$ cat config.mk
export PLATFORM = sky130hd
export DESIGN_NAME = sdram_init_seq
export DESIGN_NICKNAME = d
export VERILOG_FILES = /design/src/rtl/sdram_init_pkg.sv /design/src/rtl/sdram_init_gap_timer.sv /design/src/rtl/sdram_init_fsm.sv /design/src/rtl/sdram_init_pin_reg.sv /design/src/rtl/sdram_init_seq.sv
export SDC_FILE = /design/constraint.sdc
export NUM_CORES = 1
export LEC_CHECK = 0
export ABC_CLOCK_PERIOD_IN_PS = 12150
export BUFFER_PORTS_ARGS = -buffer_cell sky130_fd_sc_hd__buf_2
export CELL_PAD_IN_SITES_DETAIL_PLACEMENT = 1
export CELL_PAD_IN_SITES_GLOBAL_PLACEMENT = 1
export CORE_MARGIN = 2
export CORE_UTILIZATION = 38
export CTS_BUF_LIST = sky130_fd_sc_hd__clkbuf_8
export CTS_CLUSTER_SIZE = 24
export DETAILED_ROUTE_END_ITERATION = 8
export GPL_ROUTABILITY_DRIVEN = 1
export PLACE_DENSITY = 0.82
export SKIP_LAST_GASP = 1
export SYNTH_ARGS = -nofsm -noshare
export SYNTH_HDL_FRONTEND = slang
export SYNTH_SLANG_ARGS = --single-unit
$ cat constraint.sdc
create_clock -name clk -period 12.15 [get_ports clk]
set_clock_uncertainty 0.1 [all_clocks]
set_input_delay 0.6075 -clock clk [delete_from_list [all_inputs] [get_ports clk]]
set_output_delay 0.6075 -clock clk [all_outputs]
set_load 0.03 [all_outputs]
$ cat src/rtl/sdram_init_pkg.sv
`timescale 1ns/1ps
package sdram_init_pkg;

    localparam int NDEV    = 2;   // chip selects
    localparam int MODE_W  = 14;  // mode word width
    localparam int A10_BIT = 10;  // precharge-all flag position

    typedef enum logic [2:0] {
        CMD_DESEL,
        CMD_NOP,
        CMD_PALL,
        CMD_REF,
        CMD_LMR
    } cmd_e;

    typedef enum logic [2:0] {
        ST_IDLE,
        ST_PWR,
        ST_REF,
        ST_MRD,
        ST_DONE
    } seq_state_e;

    typedef struct packed {
        logic ras_n;
        logic cas_n;
        logic we_n;
    } cmd_pins_t;

    function automatic cmd_pins_t encode_cmd(cmd_e c);
        cmd_pins_t p;
        case (c)
            CMD_PALL: p = '{ras_n: 1'b0, cas_n: 1'b1, we_n: 1'b0};
            CMD_REF:  p = '{ras_n: 1'b0, cas_n: 1'b0, we_n: 1'b1};
            CMD_LMR:  p = '{ras_n: 1'b0, cas_n: 1'b0, we_n: 1'b0};
            default:  p = '{ras_n: 1'b1, cas_n: 1'b1, we_n: 1'b1};
        endcase
        return p;
    endfunction

endpackage

$ cat src/rtl/sdram_init_gap_timer.sv
`timescale 1ns/1ps
module sdram_init_gap_timer #(
    parameter int CNT_W = 23
) (
    input  logic             clk,
    input  logic             rst,
    input  logic             load,
    input  logic [CNT_W-1:0] len,
    output logic             expired
);
    logic [CNT_W-1:0] remain_q;

    // A gap of len cycles (minimum one) until the next issue edge.
    always_ff @(posedge clk) begin
        if (rst) begin
            remain_q <= '0;
        end else if (load) begin
            remain_q <= (len == '0) ? '0 : len - 1'b1;
        end else if (remain_q != '0) begin
            remain_q <= remain_q - 1'b1;
        end
    end

    assign expired = (remain_q == '0);

endmodule

$ cat src/rtl/sdram_init_fsm.sv
`timescale 1ns/1ps
module sdram_init_fsm
    import sdram_init_pkg::*;
#(
    parameter int CLK_PER_US = 100,
    parameter int PWR_W      = 16,
    parameter int REF_W      = 4,
    parameter int GAP_W      = 4,
    parameter int CNT_W      = 23
) (
    input  logic                   clk,
    input  logic                   rst,
    input  logic                   start,
    input  logic [NDEV-1:0]        cfg_bank_en,
    input  logic [PWR_W-1:0]       cfg_pwr_us,
    input  logic [REF_W-1:0]       cfg_nref,
    input  logic [MODE_W-1:0]      cfg_mode,
    input  logic [GAP_W-1:0]       cfg_trp,
    input  logic [GAP_W-1:0]       cfg_trc,
    input  logic [GAP_W-1:0]       cfg_tmrd,
    input  logic                   expired,
    output cmd_e                   cmd,
    output logic [NDEV-1:0]        tgt,
    output logic [MODE_W-1:0]      mode,
    output logic                   cke_req,
    output logic                   load,
    output logic [CNT_W-1:0]       load_len,
    output logic                   busy,
    output logic                   done
);
    seq_state_e        state_q;
    logic [NDEV-1:0]   tgt_q;
    logic [REF_W-1:0]  nref_q;
    logic [REF_W-1:0]  ref_left_q;
    logic [MODE_W-1:0] mode_q;
    logic [GAP_W-1:0]  trp_q;
    logic [GAP_W-1:0]  trc_q;
    logic [GAP_W-1:0]  tmrd_q;
    logic [CNT_W-1:0]  pwr_cycles;

    assign pwr_cycles = CNT_W'(cfg_pwr_us) * CNT_W'(CLK_PER_US);

    always_ff @(posedge clk) begin
        if (rst) begin
            state_q    <= ST_IDLE;
            tgt_q      <= '0;
            nref_q     <= '0;
            ref_left_q <= '0;
            mode_q     <= '0;
            trp_q      <= '0;
            trc_q      <= '0;
            tmrd_q     <= '0;
        end else begin
            case (state_q)
                ST_IDLE: if (start) begin
                    tgt_q   <= cfg_bank_en;
                    nref_q  <= cfg_nref;
                    mode_q  <= cfg_mode;
                    trp_q   <= cfg_trp;
                    trc_q   <= cfg_trc;
                    tmrd_q  <= cfg_tmrd;
                    state_q <= ST_PWR;
                end
                ST_PWR: if (expired) begin
                    ref_left_q <= nref_q;
                    state_q    <= ST_REF;
                end
                ST_REF: if (expired) begin
                    if (ref_left_q != '0) ref_left_q <= ref_left_q - 1'b1;
                    else                  state_q    <= ST_MRD;
                end
                ST_MRD: if (expired) state_q <= ST_DONE;
                default: state_q <= state_q;
            endcase
        end
    end

    always_comb begin
        cmd      = CMD_NOP;
        load     = 1'b0;
        load_len = '0;
        cke_req  = 1'b1;
        case (state_q)
            ST_IDLE: begin
                cmd     = start ? CMD_NOP : CMD_DESEL;
                cke_req = start;
                if (start) begin
                    load     = 1'b1;
                    load_len = pwr_cycles;
                end
            end
            ST_PWR: if (expired) begin
                cmd      = CMD_PALL;
                load     = 1'b1;
                load_len = CNT_W'(trp_q);
            end
            ST_REF: if (expired) begin
                load = 1'b1;
                if (ref_left_q != '0) begin
                    cmd      = CMD_REF;
                    load_len = CNT_W'(trc_q);
                end else begin
                    cmd      = CMD_LMR;
                    load_len = CNT_W'(tmrd_q);
                end
            end
            default: ;
        endcase
    end

    assign tgt  = (state_q == ST_IDLE) ? cfg_bank_en : tgt_q;
    assign mode = mode_q;
    assign busy = (state_q == ST_PWR) || (state_q == ST_REF) || (state_q == ST_MRD);
    assign done = (state_q == ST_DONE);

endmodule

$ cat src/rtl/sdram_init_pin_reg.sv
`timescale 1ns/1ps
module sdram_init_pin_reg
    import sdram_init_pkg::*;
#(
    parameter int ADDR_W = 14
) (
    input  logic              clk,
    input  logic              rst,
    input  cmd_e              cmd,
    input  logic [NDEV-1:0]   tgt,
    input  logic [MODE_W-1:0] mode,
    input  logic              cke_req,
    output logic              sd_cke,
    output logic [NDEV-1:0]   sd_cs_n,
    output logic              sd_ras_n,
    output logic              sd_cas_n,
    output logic              sd_we_n,
    output logic [ADDR_W-1:0] sd_addr
);
    cmd_pins_t         pins_d;
    logic [ADDR_W-1:0] addr_d;

    always_comb begin
        pins_d = encode_cmd(cmd);
        addr_d = '0;
        if (cmd == CMD_PALL) addr_d[A10_BIT] = 1'b1;
        if (cmd == CMD_LMR)  addr_d = ADDR_W'(mode);
    end

    always_ff @(posedge clk) begin
        if (rst) begin
            sd_cke   <= 1'b0;
            sd_ras_n <= 1'b1;
            sd_cas_n <= 1'b1;
            sd_we_n  <= 1'b1;
            sd_addr  <= '0;
        end else begin
            sd_cke   <= cke_req;
            sd_ras_n <= pins_d.ras_n;
            sd_cas_n <= pins_d.cas_n;
            sd_we_n  <= pins_d.we_n;
            sd_addr  <= addr_d;
        end
    end

    for (genvar d = 0; d < NDEV; d++) begin : g_cs
        always_ff @(posedge clk) begin
            if (rst) sd_cs_n[d] <= 1'b1;
            else     sd_cs_n[d] <= (cmd == CMD_DESEL) ? 1'b1 : ~tgt[d];
        end
    end

endmodule

$ cat src/rtl/sdram_init_seq.sv
`timescale 1ns/1ps
module sdram_init_seq
    import sdram_init_pkg::*;
#(
    parameter int CLK_PER_US = 100,
    parameter int PWR_W      = 16,
    parameter int REF_W      = 4,
    parameter int GAP_W      = 4,
    parameter int ADDR_W     = 14
) (
    input  logic               clk,
    input  logic               rst,
    input  logic               start,
    input  logic [1:0]         cfg_bank_en,
    input  logic [PWR_W-1:0]   cfg_pwr_us,
    input  logic [REF_W-1:0]   cfg_nref,
    input  logic [13:0]        cfg_mode,
    input  logic [GAP_W-1:0]   cfg_trp,
    input  logic [GAP_W-1:0]   cfg_trc,
    input  logic [GAP_W-1:0]   cfg_tmrd,
    output logic               sd_cke,
    output logic [1:0]         sd_cs_n,
    output logic               sd_ras_n,
    output logic               sd_cas_n,
    output logic               sd_we_n,
    output logic [ADDR_W-1:0]  sd_addr,
    output logic               busy,
    output logic               done
);
    localparam int CPU_W  = $clog2(CLK_PER_US + 1);
    localparam int CNT_W0 = PWR_W + CPU_W;
    localparam int CNT_W  = (CNT_W0 > GAP_W) ? CNT_W0 : GAP_W;

    cmd_e              cmd;
    logic [NDEV-1:0]   tgt;
    logic [MODE_W-1:0] mode;
    logic              cke_req;
    logic              load;
    logic [CNT_W-1:0]  load_len;
    logic              expired;

    sdram_init_fsm #(
        .CLK_PER_US (CLK_PER_US),
        .PWR_W      (PWR_W),
        .REF_W      (REF_W),
        .GAP_W      (GAP_W),
        .CNT_W      (CNT_W)
    ) u_fsm (
        .clk         (clk),
        .rst         (rst),
        .start       (start),
        .cfg_bank_en (cfg_bank_en),
        .cfg_pwr_us  (cfg_pwr_us),
        .cfg_nref    (cfg_nref),
        .cfg_mode    (cfg_mode),
        .cfg_trp     (cfg_trp),
        .cfg_trc     (cfg_trc),
        .cfg_tmrd    (cfg_tmrd),
        .expired     (expired),
        .cmd         (cmd),
        .tgt         (tgt),
        .mode        (mode),
        .cke_req     (cke_req),
        .load        (load),
        .load_len    (load_len),
        .busy        (busy),
        .done        (done)
    );

    sdram_init_gap_timer #(.CNT_W(CNT_W)) u_timer (
        .clk     (clk),
        .rst     (rst),
        .load    (load),
        .len     (load_len),
        .expired (expired)
    );

    sdram_init_pin_reg #(.ADDR_W(ADDR_W)) u_pins (
        .clk      (clk),
        .rst      (rst),
        .cmd      (cmd),
        .tgt      (tgt),
        .mode     (mode),
        .cke_req  (cke_req),
        .sd_cke   (sd_cke),
        .sd_cs_n  (sd_cs_n),
        .sd_ras_n (sd_ras_n),
        .sd_cas_n (sd_cas_n),
        .sd_we_n  (sd_we_n),
        .sd_addr  (sd_addr)
    );

endmodule

# Word level (Yosys, flattened, before mapping)

Cells that the tools add are included.

Input port bits: 51
Bits in registers: 82
Output and inout port bits: 22
Logic and storage cells: 85

Bitwise logic cells: 3
Multiply operators: 1
Multiplexer cells: 31
Reductions and logical operators: 17
Equality and inequality tests: 13
Add/subtract/negate cells: 3

Operators by type and width:

| operator              | count |
|---|---|
| $mux 23               | 5 |
| $pmux 23 s3           | 1 |
| $logic_not 23->1      | 2 |
| $sub 23x1->23 const B | 2 |
| $reduce_bool 23->1    | 1 |
| $mul 16x5->21 const B | 1 |
| $mux 3                | 7 |
| $mux 4                | 5 |
| $pmux 3 s3            | 2 |
| $eq 3x2->1 const B    | 4 |
| $pmux 3 s4            | 1 |
| $mux 11               | 1 |
| $ne 2x2->1 const B    | 5 |
| $pmux 4 s2            | 1 |
| $reduce_bool 4->1     | 2 |
| $eq 3x3->1 const B    | 2 |
| $logic_not 3->1       | 2 |
| $reduce_and 6->1      | 1 |
| $reduce_or 2->1       | 3 |
| $mux 1                | 5 |
| $mux 2                | 2 |
| $reduce_and 4->1      | 1 |
| $reduce_bool 2->1     | 2 |
| $sub 4x1->4 const B   | 1 |
| other kinds (6)       | 9 |

# Depth between registers and ports, before layout

Gate-level depths: netlist (run 1).

Depth in word-level cells: 7
Depth in mapped cells: 18
Mapped depth without buffers: 16

# Cells and area by module

A second synthesis (run 1) with hierarchy kept.

Cell total of the unflattened synthesis: 706
Area, all modules: 5763.0 um^2

Modules (own cells, without submodules):

| module               | area each (um^2) | seq. area each (um^2) | times used | cells an instance |
|---|---|---|---|---|
| sdram_init_fsm       | 3508.4           | 780.7                 | 1          | 458 |
| sdram_init_gap_timer | 1635.3           | 460.4                 | 1          | 199 |
| sdram_init_pin_reg   | 619.3            | 400.4                 | 1          | 49 |

# Worst setup path after synthesis (run 1)

OpenSTA, ideal clock, no wires.

Kind: input -> register
Start: input port cfg_pwr_us[4]
End: register u_timer.remain_q[4]
Setup slack: 7.766 ns
Stages: 18
Data required time: 11.974 ns
Data arrival time: 4.208 ns
Path buffers: 2
Setup time: 0.076 ns
Path through: ha_1 > ha_1 > inv_1 > fa_1 > inv_1 > ha_1 > buf_6 > a21o_1 > a31oi_4 > a21oi_2 > or4_1 > and3_4 > nand4_2 > nor4b_2 > o21a_1 > or3_4 > buf_6 > o22ai_1

Cells in the longest elaborated chain, start to end: 6

RTL lines:

| item                   | line                       | RTL |
|---|---|---|
| start: declaration     | sdram_init_seq.sv:15       | `input logic [PWR_W-1:0] cfg_pwr_us,` |
| $mul 16x5->21          | sdram_init_fsm.sv:41       | `assign pwr_cycles = CNT_W'(cfg_pwr_us) * CNT_W'(CLK_PER_US);` |
| $mux 23                | sdram_init_fsm.sv:87       | `if (start) begin` |
| $pmux 23 s3            | sdram_init_fsm.sv:83       | `case (state_q)` |
| $logic_not 23->1       | sdram_init_gap_timer.sv:18 | `remain_q <= (len == '0) ? '0 : len - 1'b1;` |
| $mux 23                | sdram_init_gap_timer.sv:18 |  |
| $mux 23                | sdram_init_gap_timer.sv:17 | `end else if (load) begin` |
| end signal: assignment | sdram_init_gap_timer.sv:18 |  |
| end signal: assignment | sdram_init_gap_timer.sv:20 | `remain_q <= remain_q - 1'b1;` |
| end: declaration       | sdram_init_gap_timer.sv:11 | `logic [CNT_W-1:0] remain_q;` |

No other way between the ends.
A chain may end at the register's enable or synchronous reset.

# Final worst setup path (run 1)

Start: input port cfg_pwr_us[9]
End: register u_timer.remain_q[2]

The elaborated chain is that of the path after synthesis.

==> impl_metrics.json, run 1 <==
{
  "numCtsBuffers": 9,
  "power.density_nw_per_um2": 159,
  "clock-sinks": 82,
  "cts-hold-fix-buffers": 0,
  "rsz0062_at_grt": "false",
  "fmax_ghz": 0.220,
  "clk_latency_ns": 0.36,
  "cts_tree": "built",
  "routedWlPerCell_um": 14.7,
  "synth_edf_count": 0,
  "cp_data_arrival_time_ns": 4.68,
  "via_per_inst": 5.31,
  "ys_warn_count": 0,
  "drive_above_1_share_pct": 16.4,
  "clock_path_buffers": 2,
  "post-route-period-util_pct": 37.4,
  "critPathCaptureType": "register",
  "tightest_slew_ns": 1.16,
  "dieArea_um2": 16100,
  "ant_nets": 0,
  "setup.worst_path.class": "in -> reg",
  "die_y_um": 127,
  "drc": 0,
  "synth_nets": 826,
  "cp_top_family": "adder cells",
  "yosysUniqueCellTypes": 75,
  "finalSetupTns_ns": 0,
  "crit_fanout": 20,
  "slew_headroom_pct": 22.4,
  "netlist.area_leader.share_pct": 28.5,
  "grt_util_all_layers_pct": 18.0,
  "ir_drop_v": 0.0000614,
  "vias": 5064,
  "path_cells": "buf_2, ha_1, ha_1, inv_1, fa_1, inv_1, ha_1, a21oi_1, a21boi_0, o221ai_1, o21ba_2, mux2i_1, nand3_1, nor4b_2, o21a_1, or3_4, o22ai_1",
  "cp-start-kind": "input pin",
  "drv_cap": 0,
  "root_buffer": "clkbuf_8",
  "fin_cells": 954,
  "setup_viol": 0,
  "top_usage_layer": "met2",
  "nNetsFinal": 883,
  "die_x_um": 127,
  "n_antenna_cell": 0,
  "grt_pass1_vias": 5112,
  "port-buffer-count": 72,
  "synth_top_cell_by_area": "dfxtp_1",
  "crit_buf_inv": 3,
  "grt_first_pass_wirelength_um": 24300,
  "start_util_pct": 39.3,
  "io_pins": 73,
  "layout_common_cells": "103 x nand2_1, 82 x dfxtp_1, 72 x buf_2",
  "outcome": "completed",
  "slowest_delay_ns": 0.49,
  "place.gp.congestion": 0.794,
  "synth_ff_type": "dfxtp_1",
  "drv_slew": 0,
  "dpl.hpwl_um": 10800,
  "synth_area_leaders": "dfxtp_1 29%, ha_1 12%, nand2_1 6.7%",
  "final_common_cell": "nand2_1",
  "hold_viol_final": 0,
  "async_flop_share_pct": 0,
  "grtUsageMet3_pct": 2.97,
  "p_leak_nw": 2.87,
  "post_cts_buffers": 0,
  "required_ns": 12.28,
  "syn2layout_area_growth_pct": 10.9,
  "path_common_cell": "ha_1",
  "grt_max_degree": 51,
  "finalCriticalPeriod_ns": 4.55,
  "wirelength_um": 14000,
  "min_path_type": "reg -> reg",
  "grt-ovfl-total": 0,
  "synth-seq-cells": 82,
  "ctsResizeCount": 0,
  "dp_cells": 938,
  "row_count": 44,
  "ys_seq_area_share_pct": 28.5,
  "synth_area_um2": 5760,
  "syn_avg_cell_area_um2": 8.13,
  "synthCells": 708,
  "grtUsageMet1_pct": 24.1,
  "clk_pin_slew_ns": 0.08,
  "grt_util_met2_pct": 30.6,
  "firstDrtPassIters": 4,
  "grt_antenna_before_repair": 0,
  "slowest_stage": "fa_1",
  "core_area_um2": 14600,
  "drt_iter0_markers": 234,
  "htree_levels": 3
}
## metal layers
layer | part of all wire [%] | vias up
met5 | 0 | -
met4 | 0.97 | 0
met3 | 3.5 | 13
met2 | 47 | 74
met1 | 48 | 2413
li1 | - | 2564
## through the flow
step                worst slack [ns]  hold slack [ns]  total power [W]  util [%]  instance area [µm²]
finish                          7.60            0.355          0.00101      43.6                 6380
global route                    7.26            0.365          0.00110      43.6                 6380
CTS                             7.60            0.356          0.00102      43.6                 6380
detailed placement              7.23            0.345         0.000808      42.2                 6170
global placement                7.24            0.334         0.000795      42.2                 6170
floorplan                       7.77            0.329         0.000711         -                 5760
## synth_stat cells, types with 8 or more instances
library cell  count
nand2_1         103
dfxtp_1          82
a21oi_1          67
inv_1            61
ha_1             56
nor2_1           46
o21ai_0          25
xnor2_1          24
o22ai_1          21
clkbuf_1         18
nand3_1          17
and2_1           16
nor3_1           15
xor2_1           15
fa_1             11
nand4_1           8
## path summary, 6_finish.rpt
kind,start,to,slack [ns],depth (start not counted)
worst min register to register,u_fsm.mode[1],u_fsm.mode[1],0.36,2
worst min-delay path,u_fsm.mode[1],u_fsm.mode[1],0.36,2
worst max-delay path,cfg_pwr_us[9],u_timer.remain_q[2],7.60,17
worst max register to register,u_fsm.ref_left_q[0],u_timer.remain_q[21],8.24,12
## worst register-to-register path, delay by kind of cell, from the launching register on
family / cells / cell delay (ns)
and+or+nand+nor: 3 / 0.97
AOI/OAI and AO/OA: 5 / 1.62
xor gates and xnor gates: 1 / 0.25
muxes: 1 / 0.27
adders and majority gates: 1 / 0.16
buffers and inverters: 1 / 0.06
DFF: 1 / 0.35
## kinds of logic after synthesis
| logic type | synth area share, % |
|---|---|
| and+or+nand+nor | 22.8 |
| AOI/OAI and AO/OA | 17.5 |
| xor gates and xnor gates | 5.93 |
| DFF | 28.5 |
| adders and majority gates | 16.0 |
| muxes | 1.63 |
| buffers and inverters | 7.61 |
## state kept, by name, summed over array words and instances, names as in the netlist, 4 cells and up
register,count
u_timer.remain_q,23
u_fsm.mode,14
u_fsm.trp_q,4
u_fsm.nref_q,4
u_fsm.trc_q,4
u_fsm.tmrd_q,4
u_pins.sd_addr,14
u_fsm.ref_left_q,4
## area by class of cell
| cell class | count | area [µm²] |
|---|---|---|
| Tap cell | 184 | 230 |
| Clock buffer | 9 | 124 |
| Timing Repair Buffer | 76 | 390 |
| Multi-Input combinational cell | 535 | 3680 |
| Clock inverter | 7 | 83.8 |
| Sequential cell | 82 | 1640 |
| Fill cell | 1849 | 8260 |
| Inverter | 61 | 229 |
## power by group
part / total (W) / internal (W) / switching [W]
Combinational: 0.000470 / 0.000195 / 0.000275
Sequential: 0.000336 / 0.000305 / 0.0000310
Clock: 0.000207 / 0.0000988 / 0.000108
Note: power is estimated with default switching activity, not from simulation.
==> run 2, diff against run 1 <==
- ABC_CLOCK_PERIOD_IN_PS: 12150 -> 4700
- clock period: 12.15 -> 4.7 ns (I/O delays scaled with it)
==> run 2 against run 1 <==
Against the previous run: clock-buffer cell count stayed put; clock power is 150% higher; routed wire length is 4.9% higher; cell count is 1.5% higher; via count is 2.4% higher; final area is 1.8% higher; total power grew to 2.6 times the previous value; critical path type unchanged; highest routed layer unchanged.
==> impl_metrics.json, run 2 (synthesis gave the netlist of run 1 again) <==
{
  "outcome": "completed",
  "rsz0062_at_grt": "false",
  "reg2reg_slack_ns": 0.78,
  "setup.worst_path.class": "in -> reg",
  "grt-ovfl-total": 0,
  "drt_iter0_markers": 163,
  "drive_above_1_share_pct": 16.6,
  "place.gp.congestion": 0.805,
  "fillers": 1819,
  "die_y_um": 127,
  "grt_antenna_before_repair": 0,
  "hold_viol_final": 0,
  "ir_drop_v": 0.000162,
  "io_pins": 73,
  "p_leak_nw": 2.92,
  "largest_reg_flops": 23,
  "ctsResizeCount": 0,
  "layout_common_cells": "103 x nand2_1, 82 x dfxtp_1, 72 x buf_2",
  "min_path_type": "in -> reg",
  "drc": 0,
  "via_per_inst": 5.36,
  "reg2regPathDepth": 14,
  "root_buffer": "clkbuf_8",
  "finalSetupTns_ns": 0,
  "grt_util_all_layers_pct": 18.3,
  "slowest_delay_ns": 0.49,
  "final_util_pct": 44.4,
  "firstDrtPassIters": 4,
  "ant_nets": 0,
  "clock-sinks": 82,
  "nNetsFinal": 897,
  "place_area_um2": 6200,
  "n_antenna_cell": 0,
  "rr_endpoint": "u_timer.remain_q[7]",
  "critPathCaptureType": "register",
  "fmax_ghz": 0.239,
  "top_register": "u_timer.remain_q",
  "final_common_cell": "nand2_1",
  "tightest_slew_ns": 0.854,
  "syn2layout_area_growth_pct": 12.9,
  "crit_end": "u_timer.remain_q[7]",
  "grt_max_degree": 35,
  "path_common_cell": "ha_1",
  "clk_pin_slew_ns": 0.09,
  "clock_path_buffers": 2,
  "core_area_um2": 14600,
  "clk_latency_ns": 0.37,
  "cp-start-kind": "input pin",
  "dpl.hpwl_um": 11300,
  "dieArea_um2": 16100,
  "vias": 5184,
  "slew_headroom_pct": 42.9,
  "wirelength_um": 14700,
  "cp_data_arrival_time_ns": 4.36,
  "path_cells": "buf_2, ha_1, ha_1, inv_1, fa_1, inv_1, ha_1, nand4_1, a211oi_1, nor3_1, nor3_1, a21oi_1, nor4b_2, o21a_1, or3_4, o22ai_1",
  "numCtsBuffers": 9,
  "setup_viol": 0,
  "htree_levels": 3,
  "finalCriticalPeriod_ns": 4.18,
  "required_ns": 4.88,
  "final_area_um2": 6500,
  "holdCritStartpoint": "cfg_mode[0]",
  "routedWlPerCell_um": 15.2,
  "rr_startpoint": "u_fsm.ref_left_q[0]",
  "row_count": 44,
  "die_x_um": 127,
  "port-buffer-count": 72,
  "drv_cap": 0,
  "power.density_nw_per_um2": 402,
  "slowest_stage": "fa_1",
  "cts_tree": "built",
  "critPathLaunch": "cfg_pwr_us[3]",
  "drv_slew": 0,
  "crit_fanout": 20,
  "start_util_pct": 39.3,
  "grt_first_pass_wirelength_um": 24500,
  "grt_pass1_vias": 5275,
  "post-route-period-util_pct": 88.9
}
[run 2: how the worst min path moves through the flow]
stage                              to  cells after the start
floorplan              u_fsm.mode[13]                      2
detailed placement  u_pins.sd_addr[4]                      1
finish                  u_fsm.mode[0]                      3
CTS                     u_fsm.mode[2]                      3
global route          u_fsm.tmrd_q[2]                      3
global placement    u_pins.sd_addr[7]                      1
[run 2: layer usage]
metal | track usage (%) | vias up | part of all wire, %
met5 | 0 | - | 0
li1 | - | 2587 | -
met2 | 32.6 | 79 | 49
met1 | 23.5 | 2506 | 47
met4 | 4.01 | 0 | 0.88
met3 | 2.76 | 12 | 2.8
[run 2: cell type report]
class                      instances  area (µm²)  area share (%)
multi-input combinational        535        3680            56.7
sequential                        82        1640            25.3
timing repair buffer              90         520            8.01
tap                              184         230            3.54
inverter                          61         229            3.52
clock buffer                       9         124            1.91
clock inverter                     7        70.1            1.08
[run 2: timing repair]
action                     in CTS  in global routing
setup endpoints to repair       0                  0
buffers inserted                0                  0
hold buffers                   10                  0
hold endpoints to repair       10                  0
[run 2: power breakdown]
group	total (W)	switching, W	internal [W]
Combinational	0.00124	0.000723	0.000514
Sequential	0.000868	0.0000800	0.000788
Clock	0.000508	0.000300	0.000208
Total	0.00261	0.00110	0.00151
[run 2: metrics by stage]
stage	instances	power, W	setup WS, ns	hold slack, ns
after global routing	968	0.00282	0.211	0.00149
final	968	0.00261	0.520	0.00815
after detailed placement	942	0.00210	0.159	0.344
after CTS	968	0.00262	0.535	0.000432
after floorplan	708	0.00184	0.689	0.268
after global placement	942	0.00206	0.265	0.335
[run 2: worst max-delay path, delay by kind of cell]
family                   cells  cell delay [ns]
AO/OA/AOI/OAI                4             0.90
adder cells (fa/ha/maj)      4             1.55
buffers and inverters        3             0.21
AND/OR/NAND/NOR              5             1.44
==> run 3, diff against run 2 <==
==> constraint.sdc (replaced) <==
create_clock -name clk -period 4.7 [get_ports clk]
set_clock_uncertainty 0.1 [all_clocks]
set_input_delay 0.94 -clock clk [delete_from_list [all_inputs] [get_ports clk]]
set_output_delay 0.94 -clock clk [all_outputs]
set_load 0.03 [all_outputs]
==> run 3 against run 2 <==
Against the previous run: global-route usage is 1.2 points higher; final area is 6.3% higher; total power is 8.4% higher; sequential share of layout area is 1.5 points lower; largest cell class unchanged; largest power group unchanged.
==> impl_metrics.json, run 3 (synthesis gave the netlist of run 1 again) <==
{
  "min_path_type": "reg -> reg",
  "top_register": "u_timer.remain_q",
  "required_ns": 4.87,
  "crit_buf_inv": 3,
  "fmax_ghz": 0.218,
  "place.gp.congestion": 0.821,
  "p_leak_nw": 3.18,
  "slew_headroom_pct": 38.3,
  "top_layer": "met4",
  "via_per_inst": 5.30,
  "ant_nets": 0,
  "slowest_delay_ns": 0.54,
  "cp_data_arrival_time_ns": 4.76,
  "clock-sinks": 82,
  "nNetsFinal": 948,
  "wirelength_met1_um": 7100,
  "grt_first_pass_wirelength_um": 26000,
  "setup_viol": 0,
  "firstDrtPassIters": 4,
  "numCtsBuffers": 9,
  "fin_cells": 1019,
  "critPathCaptureType": "register",
  "cp_top_family": "adder cells",
  "tightest_slew_ns": 0.902,
  "holdWs_ns": 0.355,
  "final_common_cell": "nand2_1",
  "fillers": 1830,
  "clock_path_buffers": 2,
  "cts-hold-fix-buffers": 0,
  "grt_pass1_vias": 5584,
  "drv_slew": 0,
  "root_buffer": "clkbuf_8",
  "clk_latency_ns": 0.37,
  "vias": 5397,
  "drv_cap": 0,
  "grt_antenna_before_repair": 0,
  "grt_util_all_layers_pct": 19.5,
  "hold_viol_final": 0,
  "crit_fanout": 5,
  "power.density_nw_per_um2": 410,
  "power_w": 0.00283,
  "cts_tree": "built",
  "multi_input_area_um2": 3750,
  "die_x_um": 127,
  "io_pins": 73,
  "dpl.hpwl_um": 12000,
  "grt-ovfl-total": 0,
  "layout_common_cells": "103 x nand2_1, 82 x dfxtp_1, 72 x buf_2",
  "dieArea_um2": 16100,
  "dr_wl_met2_um": 7890,
  "drc": 0,
  "drt_iter0_markers": 178,
  "routedWlPerCell_um": 15.3,
  "drive_above_1_share_pct": 24.2,
  "path_cells": "buf_2, ha_1, ha_1, inv_1, fa_1, inv_1, ha_1, a21o_1, a31oi_4, a21oi_2, or4_1, and3_4, nand4_2, nor4b_2, o21a_2, or3_1, a221oi_1",
  "grt_max_degree": 54,
  "ir_drop_v": 0.000188,
  "slowest_stage": "or4_1",
  "setup.worst_path.class": "in -> reg",
  "finalSetupTns_ns": 0,
  "rsz0062_at_grt": "true",
  "clk_pin_slew_ns": 0.10,
  "row_count": 44,
  "die_y_um": 127,
  "path_common_cell": "ha_1",
  "largest_reg_flops": 23,
  "start_util_pct": 39.3,
  "outcome": "completed",
  "post-route-period-util_pct": 97.7,
  "finalCriticalPeriod_ns": 4.59,
  "core_area_um2": 14600,
  "n_antenna_cell": 0,
  "port-buffer-count": 72,
  "syn2layout_area_growth_pct": 20.0,
  "dp_cells": 1000,
  "cp-start-kind": "input pin",
  "seq_area_um2": 1640,
  "wirelength_um": 15600,
  "htree_levels": 3,
  "route.met3.wl_um": 367,
  "final_util_pct": 47.2
}
-- run 3: worst min-delay path, delay by kind of cell (launching register included) --
family          cells  cell delay (ns)
simple gates        1             0.05
compound gates      1             0.05
flops               1             0.32
-- run 3: final timing paths --
check / from / endpoint / slack, ns / cells after the start
setup / recovery: cfg_pwr_us[4] / u_timer.remain_q[1] / 0.11 / 17
hold / removal: u_fsm.mode[7] / u_fsm.mode[7] / 0.35 / 2
setup reg to reg: u_fsm.ref_left_q[0] / u_timer.remain_q[21] / 0.96 / 13
hold reg to reg: u_fsm.mode[7] / u_fsm.mode[7] / 0.35 / 2
-- run 3: metal layers --
metal | global-route usage [%] | vias up
met3 | 2.89 | 19
met5 | 0 | -
met2 | 35.3 | 81
met4 | 6.27 | 0
met1 | 23.8 | 2597
li1 | - | 2700
-- run 3: repair_timing --
action	4_1_cts	5_1_grt
setup buffers	0	1
resized for setup	0	13
endpoints found under the setup margin	0	21
-- run 3: final cells by class --
| class | instances | area share (%) |
|---|---|---|
| clock buffer | 9 | 1.79 |
| clock inverter | 7 | 0.996 |
| inverter | 61 | 3.32 |
| multi-input combinational | 537 | 54.3 |
| sequential | 82 | 23.8 |
| tap | 184 | 3.33 |
| timing repair buffer | 139 | 12.5 |
-- run 3: metrics by stage --
step	area (µm²)	setup WS (ns)
2_1_floorplan	5760	0.000227
3_3_place_gp	6640	-0.257
3_5_place_dp	6640	-0.386
4_1_cts	6830	0.0167
5_1_grt	6910	-0.0347
6_report	6910	0.109
-- run 3: power breakdown --
| part | leakage [nW] | switching [W] | internal, W | total, W |
|---|---|---|---|---|
| Combinational | 2.41 | 0.000790 | 0.000674 | 0.00146 |
| Sequential | 0.671 | 0.0000810 | 0.000788 | 0.000869 |
| Clock | 0.0933 | 0.000294 | 0.000207 | 0.000501 |
| Total | 3.18 | 0.00116 | 0.00167 | 0.00283 |
